**config.mk**
```make
export PLATFORM = sky130hd
export DESIGN_NAME = spi_frame_master
export DESIGN_NICKNAME = d
export VERILOG_FILES = /design/src/rtl/spi_frame_pkg.sv /design/src/rtl/spi_frame_seq.sv /design/src/rtl/spi_sck_gen.sv /design/src/rtl/spi_shift_path.sv /design/src/rtl/spi_frame_master.sv
export SDC_FILE = /design/constraint.sdc
export NUM_CORES = 1
export LEC_CHECK = 0
export ABC_AREA = 1
export BUFFER_PORTS_ARGS = -buffer_cell sky130_fd_sc_hd__buf_2
export CAP_MARGIN = 20
export CORE_AREA = 3 3 90 134
export CTS_CLUSTER_DIAMETER = 150
export DETAILED_ROUTE_END_ITERATION = 8
export DIE_AREA = 0 0 93 137
export GPL_ROUTABILITY_DRIVEN = 1
export HOLD_SLACK_MARGIN = 0.15
export PLACE_DENSITY = 0.86
export SYNTH_ARGS = -nofsm -noshare
export SYNTH_HDL_FRONTEND = slang
export SYNTH_SLANG_ARGS = --single-unit
```
**constraint.sdc**
```tcl
create_clock -name clk -period 4.7 [get_ports clk]
set_clock_uncertainty 0.2 [all_clocks]
set_input_delay 0.705 -clock clk [delete_from_list [all_inputs] [get_ports clk]]
set_output_delay 0.705 -clock clk [all_outputs]
set_load 0.05 [all_outputs]
```
**src/rtl/spi_frame_pkg.sv**
```systemverilog
// Shared types for the SPI frame master.
// Assumes: nothing beyond IEEE 1800-2017.
package spi_frame_pkg;

    // Frame sequencer phases, in the order a frame visits them.
    typedef enum logic [2:0] {
        ST_IDLE,   // deselected, accepting requests
        ST_LEAD,   // chip select low, waiting before the first edge
        ST_XFER,   // serial clock running
        ST_TRAIL,  // after the last edge, before chip-select release
        ST_GAP     // deselected, enforcing the minimum idle time
    } seq_state_e;

endpackage

```
**src/rtl/spi_frame_seq.sv**
```systemverilog
// Frame sequencer: runs the lead/transfer/trail/gap phases, counts the
// serial clock half-periods and edges, and drives chip select, ready and done.
// Assumes: MIN_BITS <= MAX_BITS < 2**LEN_W; the settings are captured on accept.
module spi_frame_seq
    import spi_frame_pkg::*;
#(
    parameter int MAX_BITS = 16,
    parameter int MIN_BITS = 4,
    parameter int TIME_W   = 8,
    parameter int LEN_W    = 5
) (
    input  logic              clk,
    input  logic              rst_n,
    input  logic              start_i,
    input  logic [LEN_W-1:0]  len_i,
    input  logic              cpha_i,
    input  logic              lsb_first_i,
    input  logic [TIME_W-1:0] div_i,
    input  logic [TIME_W-1:0] csc_dly_i,
    input  logic [TIME_W-1:0] asc_dly_i,
    input  logic [TIME_W-1:0] idle_dly_i,
    output logic              ready_o,
    output logic              cs_n_o,
    output logic              done_o,
    output logic              load_stb_o,
    output logic              edge_stb_o,
    output logic              edge_odd_o,
    output logic              fin_stb_o,
    output logic [LEN_W-1:0]  len_in_o,
    output logic [LEN_W-1:0]  len_q_o,
    output logic              cpha_q_o,
    output logic              lsb_q_o
);
    localparam int EDGE_W = LEN_W + 1;

    seq_state_e        state;
    logic [TIME_W-1:0] cnt;
    logic [EDGE_W-1:0] edge_cnt;
    logic [EDGE_W-1:0] edge_nxt;
    logic [EDGE_W-1:0] last_edge;
    logic [TIME_W-1:0] div_q;
    logic [TIME_W-1:0] asc_q;
    logic [TIME_W-1:0] idle_q;

    // Clamp the requested frame length into the supported range.
    always_comb begin
        if (len_i < LEN_W'(MIN_BITS))      len_in_o = LEN_W'(MIN_BITS);
        else if (len_i > LEN_W'(MAX_BITS)) len_in_o = LEN_W'(MAX_BITS);
        else                               len_in_o = len_i;
    end

    // Edge bookkeeping and the strobes for the shift path and clock generator.
    always_comb begin
        edge_nxt   = edge_cnt + EDGE_W'(1);
        last_edge  = {len_q_o, 1'b0};
        ready_o    = (state == ST_IDLE);
        load_stb_o = (state == ST_IDLE) && start_i;
        edge_stb_o = (state == ST_XFER) && (cnt == '0);
        edge_odd_o = edge_nxt[0];
        fin_stb_o  = (state == ST_TRAIL) && (cnt == '0);
    end

    // Phase machine with a single shared down-counter for all timed phases.
    always_ff @(posedge clk) begin
        if (!rst_n) begin
            state    <= ST_IDLE;
            cnt      <= '0;
            edge_cnt <= '0;
            cs_n_o   <= 1'b1;
            done_o   <= 1'b0;
            len_q_o  <= LEN_W'(MIN_BITS);
            cpha_q_o <= 1'b0;
            lsb_q_o  <= 1'b0;
            div_q    <= '0;
            asc_q    <= '0;
            idle_q   <= '0;
        end else begin
            done_o <= 1'b0;
            case (state)
                ST_IDLE: begin
                    if (start_i) begin
                        state    <= ST_LEAD;
                        cnt      <= csc_dly_i;
                        edge_cnt <= '0;
                        cs_n_o   <= 1'b0;
                        len_q_o  <= len_in_o;
                        cpha_q_o <= cpha_i;
                        lsb_q_o  <= lsb_first_i;
                        div_q    <= div_i;
                        asc_q    <= asc_dly_i;
                        idle_q   <= idle_dly_i;
                    end
                end
                ST_LEAD: begin
                    if (cnt == '0) begin
                        state <= ST_XFER;
                        cnt   <= div_q;
                    end else begin
                        cnt <= cnt - 1'b1;
                    end
                end
                ST_XFER: begin
                    if (cnt == '0) begin
                        edge_cnt <= edge_nxt;
                        if (edge_nxt == last_edge) begin
                            state <= ST_TRAIL;
                            cnt   <= asc_q;
                        end else begin
                            cnt <= div_q;
                        end
                    end else begin
                        cnt <= cnt - 1'b1;
                    end
                end
                ST_TRAIL: begin
                    if (cnt == '0) begin
                        state  <= ST_GAP;
                        cnt    <= idle_q;
                        cs_n_o <= 1'b1;
                        done_o <= 1'b1;
                    end else begin
                        cnt <= cnt - 1'b1;
                    end
                end
                ST_GAP: begin
                    if (cnt == '0) state <= ST_IDLE;
                    else           cnt   <= cnt - 1'b1;
                end
                default: state <= ST_IDLE;
            endcase
        end
    end

    // completion pulse lasts exactly one cycle.
    a_r11_done_single: assert property (@(posedge clk) disable iff (!rst_n)
        done_o |=> !done_o);

    // completion coincides with the chip-select release.
    a_r11_done_on_release: assert property (@(posedge clk) disable iff (!rst_n)
        done_o |-> (cs_n_o && !$past(cs_n_o)));

    // the engine never reports ready while a slave is selected.
    a_r9_ready_deselected: assert property (@(posedge clk) disable iff (!rst_n)
        ready_o |-> cs_n_o);

    // the edge count never passes two edges per bit.
    a_r1_edge_bound: assert property (@(posedge clk) disable iff (!rst_n)
        !ready_o |-> (edge_cnt <= last_edge));

endmodule

```
**src/rtl/spi_sck_gen.sv**
```systemverilog
// Serial clock generator: holds the idle level taken from the polarity
// input while idle, and toggles once per edge strobe during a frame.
// Assumes: edge strobes arrive only while chip select is low.
module spi_sck_gen (
    input  logic clk,
    input  logic rst_n,
    input  logic ready_i,
    input  logic cs_n_i,
    input  logic cpol_i,
    input  logic edge_stb_i,
    output logic sck_o
);
    // Track the idle level when idle, toggle on each scheduled edge.
    always_ff @(posedge clk) begin
        if (!rst_n)          sck_o <= 1'b0;
        else if (ready_i)    sck_o <= cpol_i;
        else if (edge_stb_i) sck_o <= ~sck_o;
    end

    // no serial clock activity in the deselected gap.
    a_r4_sck_quiet: assert property (@(posedge clk) disable iff (!rst_n)
        (!ready_i && cs_n_i) |-> $stable(sck_o));

endmodule

```
**src/rtl/spi_shift_path.sv**
```systemverilog
// Data path: launches transmit bits and captures receive bits on the
// edges picked by the clock phase, in the selected bit order.
// Assumes: edge strobes carry the parity of the edge about to occur.
module spi_shift_path #(
    parameter int MAX_BITS = 16,
    parameter int LEN_W    = 5
) (
    input  logic                clk,
    input  logic                rst_n,
    input  logic                load_stb_i,
    input  logic                edge_stb_i,
    input  logic                edge_odd_i,
    input  logic                fin_stb_i,
    input  logic [LEN_W-1:0]    len_in_i,
    input  logic                cpha_in_i,
    input  logic                lsb_in_i,
    input  logic [MAX_BITS-1:0] tx_i,
    input  logic [LEN_W-1:0]    len_q_i,
    input  logic                cpha_q_i,
    input  logic                lsb_q_i,
    input  logic                miso_i,
    output logic                mosi_o,
    output logic [MAX_BITS-1:0] rx_data_o
);
    localparam int IDX_W = (MAX_BITS > 1) ? $clog2(MAX_BITS) : 1;

    logic [MAX_BITS-1:0] tx_q;
    logic [MAX_BITS-1:0] rx_sr;
    logic [LEN_W-1:0]    tx_idx;
    logic [LEN_W-1:0]    rx_idx;
    logic                launch;

    // Map a serial position to a word bit under the chosen order.
    function automatic logic [IDX_W-1:0] bit_pos(input logic lsb,
                                                 input logic [LEN_W-1:0] n,
                                                 input logic [LEN_W-1:0] idx);
        logic [LEN_W-1:0] p;
        p = lsb ? idx : (n - idx - LEN_W'(1));
        return IDX_W'(p);
    endfunction

    // Launch edges are odd for phase 1 and even for phase 0.
    always_comb launch = cpha_q_i ? edge_odd_i : !edge_odd_i;

    // Shift both directions and publish the received word at frame end.
    always_ff @(posedge clk) begin
        if (!rst_n) begin
            tx_q      <= '0;
            rx_sr     <= '0;
            tx_idx    <= '0;
            rx_idx    <= '0;
            mosi_o    <= 1'b0;
            rx_data_o <= '0;
        end else if (load_stb_i) begin
            tx_q   <= tx_i;
            rx_sr  <= '0;
            rx_idx <= '0;
            if (cpha_in_i) begin
                mosi_o <= 1'b0;
                tx_idx <= '0;
            end else begin
                mosi_o <= tx_i[bit_pos(lsb_in_i, len_in_i, '0)];
                tx_idx <= LEN_W'(1);
            end
        end else begin
            if (edge_stb_i) begin
                if (launch) begin
                    if (tx_idx < len_q_i) begin
                        mosi_o <= tx_q[bit_pos(lsb_q_i, len_q_i, tx_idx)];
                        tx_idx <= tx_idx + LEN_W'(1);
                    end
                end else if (rx_idx < len_q_i) begin
                    rx_sr[bit_pos(lsb_q_i, len_q_i, rx_idx)] <= miso_i;
                    rx_idx <= rx_idx + LEN_W'(1);
                end
            end
            if (fin_stb_i) begin
                rx_data_o <= rx_sr;
                mosi_o    <= 1'b0;
            end
        end
    end

    // never launch more bits than the frame holds.
    a_r5_tx_idx_bound: assert property (@(posedge clk) disable iff (!rst_n)
        tx_idx <= len_q_i);

    // never capture more bits than the frame holds.
    a_r5_rx_idx_bound: assert property (@(posedge clk) disable iff (!rst_n)
        rx_idx <= len_q_i);

endmodule

```
**src/rtl/spi_frame_master.sv**
```systemverilog
// SPI master transfer engine, top level: joins the sequencer, the serial
// clock generator and the data path.
// Assumes: start_i is only honoured while ready_o is high.
module spi_frame_master #(
    parameter int MAX_BITS = 16,
    parameter int MIN_BITS = 4,
    parameter int TIME_W   = 8,
    parameter int LEN_W    = $clog2(MAX_BITS + 1)
) (
    input  logic                clk,
    input  logic                rst_n,
    input  logic                start_i,
    output logic                ready_o,
    input  logic [MAX_BITS-1:0] tx_data_i,
    input  logic [LEN_W-1:0]    len_i,
    input  logic                cpol_i,
    input  logic                cpha_i,
    input  logic                lsb_first_i,
    input  logic [TIME_W-1:0]   div_i,
    input  logic [TIME_W-1:0]   csc_dly_i,
    input  logic [TIME_W-1:0]   asc_dly_i,
    input  logic [TIME_W-1:0]   idle_dly_i,
    output logic                sck_o,
    output logic                cs_n_o,
    output logic                mosi_o,
    input  logic                miso_i,
    output logic [MAX_BITS-1:0] rx_data_o,
    output logic                done_o
);
    logic             load_stb;
    logic             edge_stb;
    logic             edge_odd;
    logic             fin_stb;
    logic [LEN_W-1:0] len_in;
    logic [LEN_W-1:0] len_q;
    logic             cpha_q;
    logic             lsb_q;

    spi_frame_seq #(
        .MAX_BITS (MAX_BITS),
        .MIN_BITS (MIN_BITS),
        .TIME_W   (TIME_W),
        .LEN_W    (LEN_W)
    ) u_seq (
        .clk         (clk),
        .rst_n       (rst_n),
        .start_i     (start_i),
        .len_i       (len_i),
        .cpha_i      (cpha_i),
        .lsb_first_i (lsb_first_i),
        .div_i       (div_i),
        .csc_dly_i   (csc_dly_i),
        .asc_dly_i   (asc_dly_i),
        .idle_dly_i  (idle_dly_i),
        .ready_o     (ready_o),
        .cs_n_o      (cs_n_o),
        .done_o      (done_o),
        .load_stb_o  (load_stb),
        .edge_stb_o  (edge_stb),
        .edge_odd_o  (edge_odd),
        .fin_stb_o   (fin_stb),
        .len_in_o    (len_in),
        .len_q_o     (len_q),
        .cpha_q_o    (cpha_q),
        .lsb_q_o     (lsb_q)
    );

    spi_sck_gen u_sck (
        .clk        (clk),
        .rst_n      (rst_n),
        .ready_i    (ready_o),
        .cs_n_i     (cs_n_o),
        .cpol_i     (cpol_i),
        .edge_stb_i (edge_stb),
        .sck_o      (sck_o)
    );

    spi_shift_path #(
        .MAX_BITS (MAX_BITS),
        .LEN_W    (LEN_W)
    ) u_path (
        .clk        (clk),
        .rst_n      (rst_n),
        .load_stb_i (load_stb),
        .edge_stb_i (edge_stb),
        .edge_odd_i (edge_odd),
        .fin_stb_i  (fin_stb),
        .len_in_i   (len_in),
        .cpha_in_i  (cpha_i),
        .lsb_in_i   (lsb_first_i),
        .tx_i       (tx_data_i),
        .len_q_i    (len_q),
        .cpha_q_i   (cpha_q),
        .lsb_q_i    (lsb_q),
        .miso_i     (miso_i),
        .mosi_o     (mosi_o),
        .rx_data_o  (rx_data_o)
    );

endmodule

```
==> flow_summary.json, run 1 <==
{
  "status": "complete, no violations",
  "yosysWarnings": 0,
  "startpoint_type": "register",
  "postRouteWirelength_um": 14800,
  "worst-slew-pin-transition_ps": 721,
  "cts_setup_buffers": 0,
  "grt_pass1_vias": 5202,
  "worstPathRequired_ps": 4730,
  "hold_depth": 2,
  "antenna_found_initial": 1,
  "slowest_delay_ps": 520,
  "seq_area_frac_synth": 0.368,
  "design.core.area_mm2": 0.0111,
  "n_fill_cell": 1058,
  "critPathSlowestCell": "nor2_4",
  "slew_headroom": 0.519,
  "syn_area_mm2": 0.00599,
  "worst_slack_ps": 1850,
  "dp_cells": 1044,
  "row_count": 47,
  "via_per_inst": 5.37,
  "rsz0062_at_grt": "no",
  "pre_cts_ws_ps": 1800,
  "cts_buffer_depth": 2,
  "insertion_delay_ps": 360,
  "start_util": 0.542,
  "peakVddDrop_mv": 0.293,
  "wire_per_inst_um": 13.9,
  "dieHeight_um": 137,
  "path_cells": "nor2_2, inv_2, nor2_4, inv_2, nor2_4, inv_4, nand2_2, inv_1, o21ai_1, a21oi_1",
  "die_width_um": 93,
  "area_delta_synth_final_pct": 11.8,
  "finalNonFillerCells": 1060,
  "timing.final.hold_violations": 0,
  "max_freq_mhz": 350,
  "groute.usage.overall": 0.238,
  "post-dp-hpwl_um": 11100,
  "grt_overflow": 0,
  "gp_congestion": 0.998,
  "path_clk_slew_ps": 80,
  "cts_resized": 0,
  "setup_tns_ps": 0,
  "drive_gt1_frac": 0.182,
  "cts.sinks": 110,
  "finalMaxSlewViolations": 0,
  "crit_fanout": 63,
  "cts-buffers-inserted": 9,
  "numPortBuffers": 80,
  "synth_seq_cells": 110,
  "power.density_mw_per_mm2": 533,
  "hp-class": "reg2reg",
  "synth.distinct_cells": 51,
  "reg2reg_slack_ps": 1850,
  "grt_max_degree": 64,
  "p_leak_nw": 3.04,
  "dieArea_mm2": 0.0127,
  "critPathArrivalTime_ps": 2880,
  "finalCritPeriodShare": 0.607,
  "drt_iter0_drc": 373,
  "synthCells": 847,
  "vias": 5695,
  "synth.avg_cell_area_um2": 7.07,
  "setup_viol": 0,
  "antenna_cells": 0,
  "cts-root-buf": "clkbuf_16",
  "worstSetupPathType": "reg2reg",
  "drc": 0,
  "grt_pass1_wl_um": 24400,
  "nNetsFinal": 989,
  "fin_crit_ps": 2850,
  "ant_nets": 0,
  "end_kind": "register",
  "cts-hold-fix-buffers": 0,
  "htreeDepth": 3,
  "drv_cap": 0,
  "first_pass_iters": 5,
  "ios": 81,
  "reg2reg_depth": 10,
  "cts_tree": "done",
  "syn_nets": 928
}
[cell usage in the layout, fill, tap and decap left out, drive strengths merged]
master / instances
clkinvlp: 3
a21o: 1
nor4: 2
dfxtp: 110
nand4: 13
clkinv: 2
a21oi: 84
or2: 3
xor2: 4
o21ai: 124
o31ai: 1
o211ai: 2
nor3b: 1
a22oi: 1
nor2: 129
o21a: 2
nor3: 9
clkbuf: 10
fa: 2
xnor2: 6
a211oi: 1
o221ai: 1
o2bb2ai: 1
nand3b: 1
nand3: 41
nand2: 154
a31o: 1
inv: 103
o22ai: 1
buf: 81
ha: 19
[kinds of logic after synthesis]
group,after synthesis,synth area share
buffers and inverters,133,0.0938
AO/OA/AOI/OAI,220,0.197
AND/OR/NAND/NOR,353,0.281
adder cells (fa/ha/maj),21,0.0464
flip-flops,110,0.368
XOR/XNOR,10,0.0146
[cell usage after synthesis (all sizes together)]
master / number / area share
nand3b: 1 / 0.0013
nand4: 13 / 0.016
nand2: 154 / 0.10
a22oi: 1 / 0.0013
clkinv: 2 / 0.0015
ha: 19 / 0.040
o22ai: 1 / 0.0010
xor2: 4 / 0.0059
o221ai: 1 / 0.0015
fa: 2 / 0.0067
a31o: 1 / 0.0015
clkbuf: 18 / 0.015
o21ai: 124 / 0.10
xnor2: 6 / 0.0088
dfxtp: 110 / 0.37
nor3: 9 / 0.0094
o21a: 2 / 0.0025
buf: 13 / 0.015
a21o: 1 / 0.0013
inv: 100 / 0.063
nor4: 2 / 0.0031
or2: 3 / 0.0031
nor2: 129 / 0.093
nor3b: 1 / 0.0013
o2bb2ai: 1 / 0.0015
a21oi: 84 / 0.074
a211oi: 1 / 0.0013
nand3: 41 / 0.048
o211ai: 2 / 0.0048
o31ai: 1 / 0.0013
[path summary, 6_finish.rpt]
check                                                  start                       endpoint
worst min-delay path            u_seq.idle_q[1]$_SDFFE_PN0P_   u_seq.idle_q[1]$_SDFFE_PN0P_
worst max register to register   u_seq.state[2]$_SDFFE_PN0P_  u_path.tx_idx[4]$_SDFFE_PN0P_
worst min register to register  u_seq.idle_q[1]$_SDFFE_PN0P_   u_seq.idle_q[1]$_SDFFE_PN0P_
worst max-delay path             u_seq.state[2]$_SDFFE_PN0P_  u_path.tx_idx[4]$_SDFFE_PN0P_
[per-layer routing]
metal	share of wire	wire length (um)	track usage	up-vias
met5	0.00047	7	0	-
met4	0.033	492	0.117	2
met3	0.044	646	0.0297	36
met2	0.52	7750	0.434	171
met1	0.40	5880	0.270	2599
li1	-	-	-	2887
[registers in the layout, summed over array words and instances, names as in the netlist, 3 cells and up]
name and count:
u_seq.div_q 8, u_seq.state 3, u_path.rx_data_o 16, u_seq.asc_q 8, u_seq.len_q_o 5, u_path.tx_q 16
u_seq.cnt 8, u_seq.idle_q 8, u_path.rx_idx 5, u_path.rx_sr 16, u_path.tx_idx 5, u_seq.edge_cnt 6
[area by class of cell]
type,instances,area [um2],share of cell area
multi-input cells,604,3220,0.481
flip-flops and latches,110,2200,0.329
repair buffers,81,408,0.0609
inverters,102,387,0.0577
clock buffers,10,239,0.0357
well taps,147,184,0.0275
clock inverters,6,53.8,0.00803
[critical path, delay by kind of cell, from the launching register on]
kind	cells	cell delay, ps
buffers and inverters	4	870
AOI/OAI and AO/OA	2	270
DFF	1	380
and+or+nand+nor	4	990
[metrics by stage]
stage,area (um2),utilization,hold slack [ps],power (W)
global route,6700,0.606,280,0.00383
detailed placement,6400,0.579,247,0.00282
floorplan,5990,-,224,0.00251
finish,6700,0.606,256,0.00357
global placement,6400,0.579,240,0.00278
CTS,6700,0.606,259,0.00357
[report_power, final]
part	internal, W	switching (W)	leakage (nW)
registers	0.00111	0.000124	0.899
logic	0.000493	0.00109	2.00
clock network	0.000384	0.000371	0.135
total	0.00199	0.00158	3.04
(Power assumes the default switching activity.)
==> run 2: changes to the inputs <==
clock period = 2.8 ns   (was 4.7 ns; I/O delays follow)
==> flow_summary.json, run 2 (synthesis gave the netlist of run 1 again) <==
{
  "final_cell_area_mm2": 0.00697,
  "grt_max_degree": 62,
  "grt_pass1_wl_um": 25200,
  "ios": 81,
  "finalMaxSlewViolations": 0,
  "post-dp-hpwl_um": 11200,
  "hp-class": "in2reg",
  "p_leak_nw": 3.17,
  "worst-slew-pin-transition_ps": 704,
  "gp_congestion": 0.939,
  "largestRegisters": "u_path.rx_data_o (16), u_path.rx_sr (16), u_path.tx_q (16)",
  "drc": 0,
  "setup_tns_ps": 0,
  "startpoint_type": "register",
  "cts.sinks": 110,
  "cts_setup_buffers": 0,
  "drv_cap": 0,
  "grt_pass1_vias": 5657,
  "slew_headroom": 0.530,
  "postRouteWirelength_um": 15500,
  "status": "complete, no violations",
  "cts-buffers-inserted": 9,
  "crit_fanout": 6,
  "utilization": 0.631,
  "die_width_um": 93,
  "power.density_mw_per_mm2": 865,
  "layout_common_cells": "nand2_1 (140), nor2_1 (120), dfxtp_1 (110), o21ai_0 (99), inv_1 (83)",
  "ant_nets": 0,
  "insertion_delay_ps": 360,
  "via_per_inst": 5.43,
  "finalNonFillerCells": 1090,
  "timing.final.hold_violations": 0,
  "placed_cell_area_mm2": 0.00646,
  "dp_cells": 1052,
  "nNetsFinal": 1020,
  "setup_viol": 0,
  "path_clk_slew_ps": 80,
  "end_kind": "register",
  "antenna_found_initial": 0,
  "cts_tree": "done",
  "cts-root-buf": "clkbuf_16",
  "grt_overflow": 0,
  "hold_ws_ps": 151,
  "design.core.area_mm2": 0.0111,
  "vias": 5914,
  "area_delta_synth_final_pct": 16.5,
  "fin_crit_ps": 2560,
  "htreeDepth": 3,
  "worstSetupPathType": "reg2reg",
  "antenna_cells": 0,
  "critPathArrivalTime_ps": 2610,
  "rsz0062_at_grt": "no",
  "first_pass_iters": 5,
  "row_count": 47,
  "start_util": 0.542,
  "groute.usage.overall": 0.245,
  "finalCritPeriodShare": 0.914,
  "wire_per_inst_um": 14.2,
  "drive_gt1_frac": 0.183,
  "peakVddDrop_mv": 0.426,
  "drt_iter0_drc": 458,
  "worstPathRequired_ps": 2850,
  "dieArea_mm2": 0.0127,
  "numPortBuffers": 80,
  "cts_buffer_depth": 2,
  "final_common_cell": "nand2_1",
  "dieHeight_um": 137,
  "max_freq_mhz": 391
}
==> run 2: changes by cell type in the layout (fill, tap and decap cells not counted) <==
cell	previous run	this run
buf_4	1	9
clkbuf_8	1	0
clkinv_4	0	1
clkinvlp_4	3	1
dlygate4sd3_1	0	23
inv_6	1	3
inv_8	2	1
==> run 2: report_power, final <==
group / leakage, nW / internal (W) / switching [W] / total, W
combinational: 2.14 / 0.000893 / 0.00185 / 0.00275
sequential: 0.899 / 0.00187 / 0.000191 / 0.00206
clock: 0.135 / 0.000617 / 0.000613 / 0.00123
==> run 2: cell type report <==
type | count | area [um2]
fillers | 989 | 4080
multi-input cells | 604 | 3220
flip-flops and latches | 110 | 2200
repair buffers | 112 | 698
inverters | 102 | 387
clock buffers | 9 | 225
well taps | 147 | 184
clock inverters | 6 | 53.8
==> run 2: routing by layer <==
metal  vias up  global-route usage  part of all wire
met4         0               0.156             0.055
met2       209               0.455              0.51
met3        72              0.0308             0.053
met1      2682               0.257              0.38
met5         -                   0                 0
li1       2951                   -                 -
==> run 2: worst max-delay path, cell delays in order, from the launching register on <==
cell and delay (ps):
dfxtp_1 360, inv_1 90, ha_1 220, fa_1 480, inv_1 40, o21ai_1 310
inv_1 120, a21oi_1 130, o21ai_0 80, o21ai_0 80, nand2_1 70, nand3_1 70
o211ai_1 80, nand2_1 70, a21oi_1 50
==> run 2: path summary, 6_finish.rpt <==
kind         cells past startpoint                          start                      endpoint  slack (ps)
max reg2reg                     14  u_path.tx_idx[0]$_SDFFE_PN0P_    u_path.mosi_o$_SDFFE_PN0P_         240
min                              3                  idle_dly_i[2]  u_seq.idle_q[2]$_SDFFE_PN0P_         150
max                             14  u_path.tx_idx[0]$_SDFFE_PN0P_    u_path.mosi_o$_SDFFE_PN0P_         240
min reg2reg                      2   u_path.tx_q[11]$_SDFFE_PN0P_  u_path.tx_q[11]$_SDFFE_PN0P_         260
==> run 2: stage by stage <==
step                      total power [W]  setup WS [ps]
after detailed placement          0.00476            263
final                             0.00603            240
after global routing              0.00649           50.0
after floorplan                   0.00420            501
after global placement            0.00470            338
after CTS                         0.00602            267
==> run 2: what timing repair did <==
action / 4_1_cts / 5_1_grt
hold buffers: 23 / 0
hold endpoints to repair: 23 / 0
gates resized for setup: 0 / 0
==> run 3: changes to the inputs <==
REMOVE_ABC_BUFFERS = 1   (was not set)
==> flow_summary.json, run 3 (synthesis gave the netlist of run 1 again) <==
{
  "status": "complete, no violations",
  "grt_max_degree": 47,
  "insertion_delay_ps": 360,
  "worst-slew-pin-transition_ps": 638,
  "numPortBuffers": 80,
  "peakVddDrop_mv": 0.592,
  "via_per_inst": 5.40,
  "ios": 81,
  "startpoint_type": "register",
  "cts_setup_buffers": 0,
  "power_switching_share": 0.445,
  "area_delta_synth_final_pct": 17.2,
  "rsz0062_at_grt": "no",
  "path_clk_slew_ps": 80,
  "drive_gt1_frac": 0.184,
  "cts.sinks": 110,
  "largestRegisters": "u_path.rx_data_o (16), u_path.rx_sr (16), u_path.tx_q (16)",
  "wire_per_inst_um": 14.3,
  "cts_tree": "done",
  "p_leak_nw": 3.19,
  "final_cell_area_mm2": 0.00701,
  "p_clk_frac": 0.209,
  "grt_pass1_wl_um": 25800,
  "grt_pass1_vias": 5667,
  "p_int_w": 0.00340,
  "layout_common_cells": "nand2_1 (140), nor2_1 (120), dfxtp_1 (110), o21ai_0 (98), inv_1 (83)",
  "critPathArrivalTime_ps": 2570,
  "antenna_found_initial": 0,
  "seq_power_share": 0.337,
  "worstPathRequired_ps": 2850,
  "max_freq_mhz": 396,
  "post-dp-hpwl_um": 11200,
  "final_common_cell": "nand2_1",
  "end_kind": "register",
  "fin_crit_ps": 2520,
  "postRouteWirelength_um": 15700,
  "setup_tns_ps": 0,
  "start_util": 0.542,
  "vias": 5914,
  "finalMaxSlewViolations": 0,
  "comb_power_share": 0.454,
  "dieHeight_um": 137,
  "gp_congestion": 0.937,
  "dieArea_mm2": 0.0127,
  "dp_cells": 1053,
  "row_count": 47,
  "finalCritPeriodShare": 0.901,
  "htreeDepth": 3,
  "finalNonFillerCells": 1095,
  "drv_cap": 0,
  "power_w": 0.00613,
  "setup_viol": 0,
  "slew_headroom": 0.574,
  "cts-buffers-inserted": 9,
  "n_fill_cell": 988,
  "worstSetupPathType": "reg2reg",
  "hp-class": "in2reg",
  "groute.usage.overall": 0.253,
  "grt_overflow": 0,
  "cts_buffer_depth": 2,
  "die_width_um": 93,
  "placed_cell_area_mm2": 0.00647,
  "drc": 0,
  "first_pass_iters": 5,
  "power.density_mw_per_mm2": 874,
  "crit_fanout": 6,
  "hold_ws_ps": 160,
  "ant_nets": 0,
  "cts-root-buf": "clkbuf_16",
  "design.core.area_mm2": 0.0111,
  "timing.final.hold_violations": 0,
  "drt_iter0_drc": 371,
  "p_switching_w": 0.00273,
  "nNetsFinal": 1023
}
==> run 3: final cells by class <==
| cell class | count | area (um2) | area share |
|---|---|---|---|
| Clock buffer | 10 | 229 | 0.0326 |
| Clock inverter | 6 | 61.3 | 0.00874 |
| Tap cell | 147 | 184 | 0.0262 |
| Timing Repair Buffer | 115 | 726 | 0.103 |
| Sequential cell | 110 | 2200 | 0.314 |
| Antenna cell | 1 | 2.50 | 0.000357 |
| Inverter | 102 | 387 | 0.0551 |
| Multi-Input combinational cell | 604 | 3220 | 0.460 |
==> run 3: worst paths after layout <==
| kind | cells after the start | start | slack [ps] | to |
|---|---|---|---|---|
| hold reg to reg | 2 | u_path.tx_q[0]$_SDFFE_PN0P_ | 260 | u_path.tx_q[0]$_SDFFE_PN0P_ |
| setup reg to reg | 14 | u_path.tx_idx[0]$_SDFFE_PN0P_ | 280 | u_path.mosi_o$_SDFFE_PN0P_ |
| hold / removal | 3 | div_i[4] | 160 | u_seq.div_q[4]$_SDFFE_PN0P_ |
| setup / recovery | 14 | u_path.tx_idx[0]$_SDFFE_PN0P_ | 280 | u_path.mosi_o$_SDFFE_PN0P_ |
==> run 3: worst max-delay path, cell delays in order, from the launching register on <==
cell and delay [ps]:
dfxtp_1 350, inv_1 90, ha_1 220, fa_1 490
inv_1 40, o21ai_1 310, inv_1 120, a21oi_1 120
o21ai_0 80, o21ai_0 70, nand2_1 60, nand3_1 60
o211ai_1 80, nand2_1 70, a21oi_1 50
==> run 3: power by group through the flow <==
| stage | logic [W] | registers [W] | clock network (W) |
|---|---|---|---|
| final | 0.00278 | 0.00207 | 0.00128 |
| after detailed placement | 0.00271 | 0.00209 | 0 |
| after floorplan | 0.00193 | 0.00216 | 0 |
| after global placement | 0.00265 | 0.00208 | 0 |
| after global routing | 0.00312 | 0.00210 | 0.00135 |
| after CTS | 0.00276 | 0.00206 | 0.00129 |
==> run 3: what timing repair did <==
item / 4_1_cts / 5_1_grt
endpoints found under the setup margin: 0 / 1
resized for setup: 0 / 1
hold buffers: 25 / 0
endpoints found under the hold margin: 25 / 0
==> run 3: stage by stage <==
step           worst slack (ps)  utilization
3_5_place_dp                284        0.585
6_report                    277        0.634
3_3_place_gp                365        0.585
5_1_grt                    38.9        0.634
2_1_floorplan               347            -
4_1_cts                     281        0.634
==> run 3: layer usage <==
layer | share of wire | vias up | wire length (um) | track usage
li1 | - | 2951 | - | -
met1 | 0.38 | 2712 | 5990 | 0.278
met2 | 0.53 | 188 | 8230 | 0.464
met3 | 0.048 | 63 | 758 | 0.0347
met4 | 0.044 | 0 | 692 | 0.140
met5 | 0 | - | 0 | 0
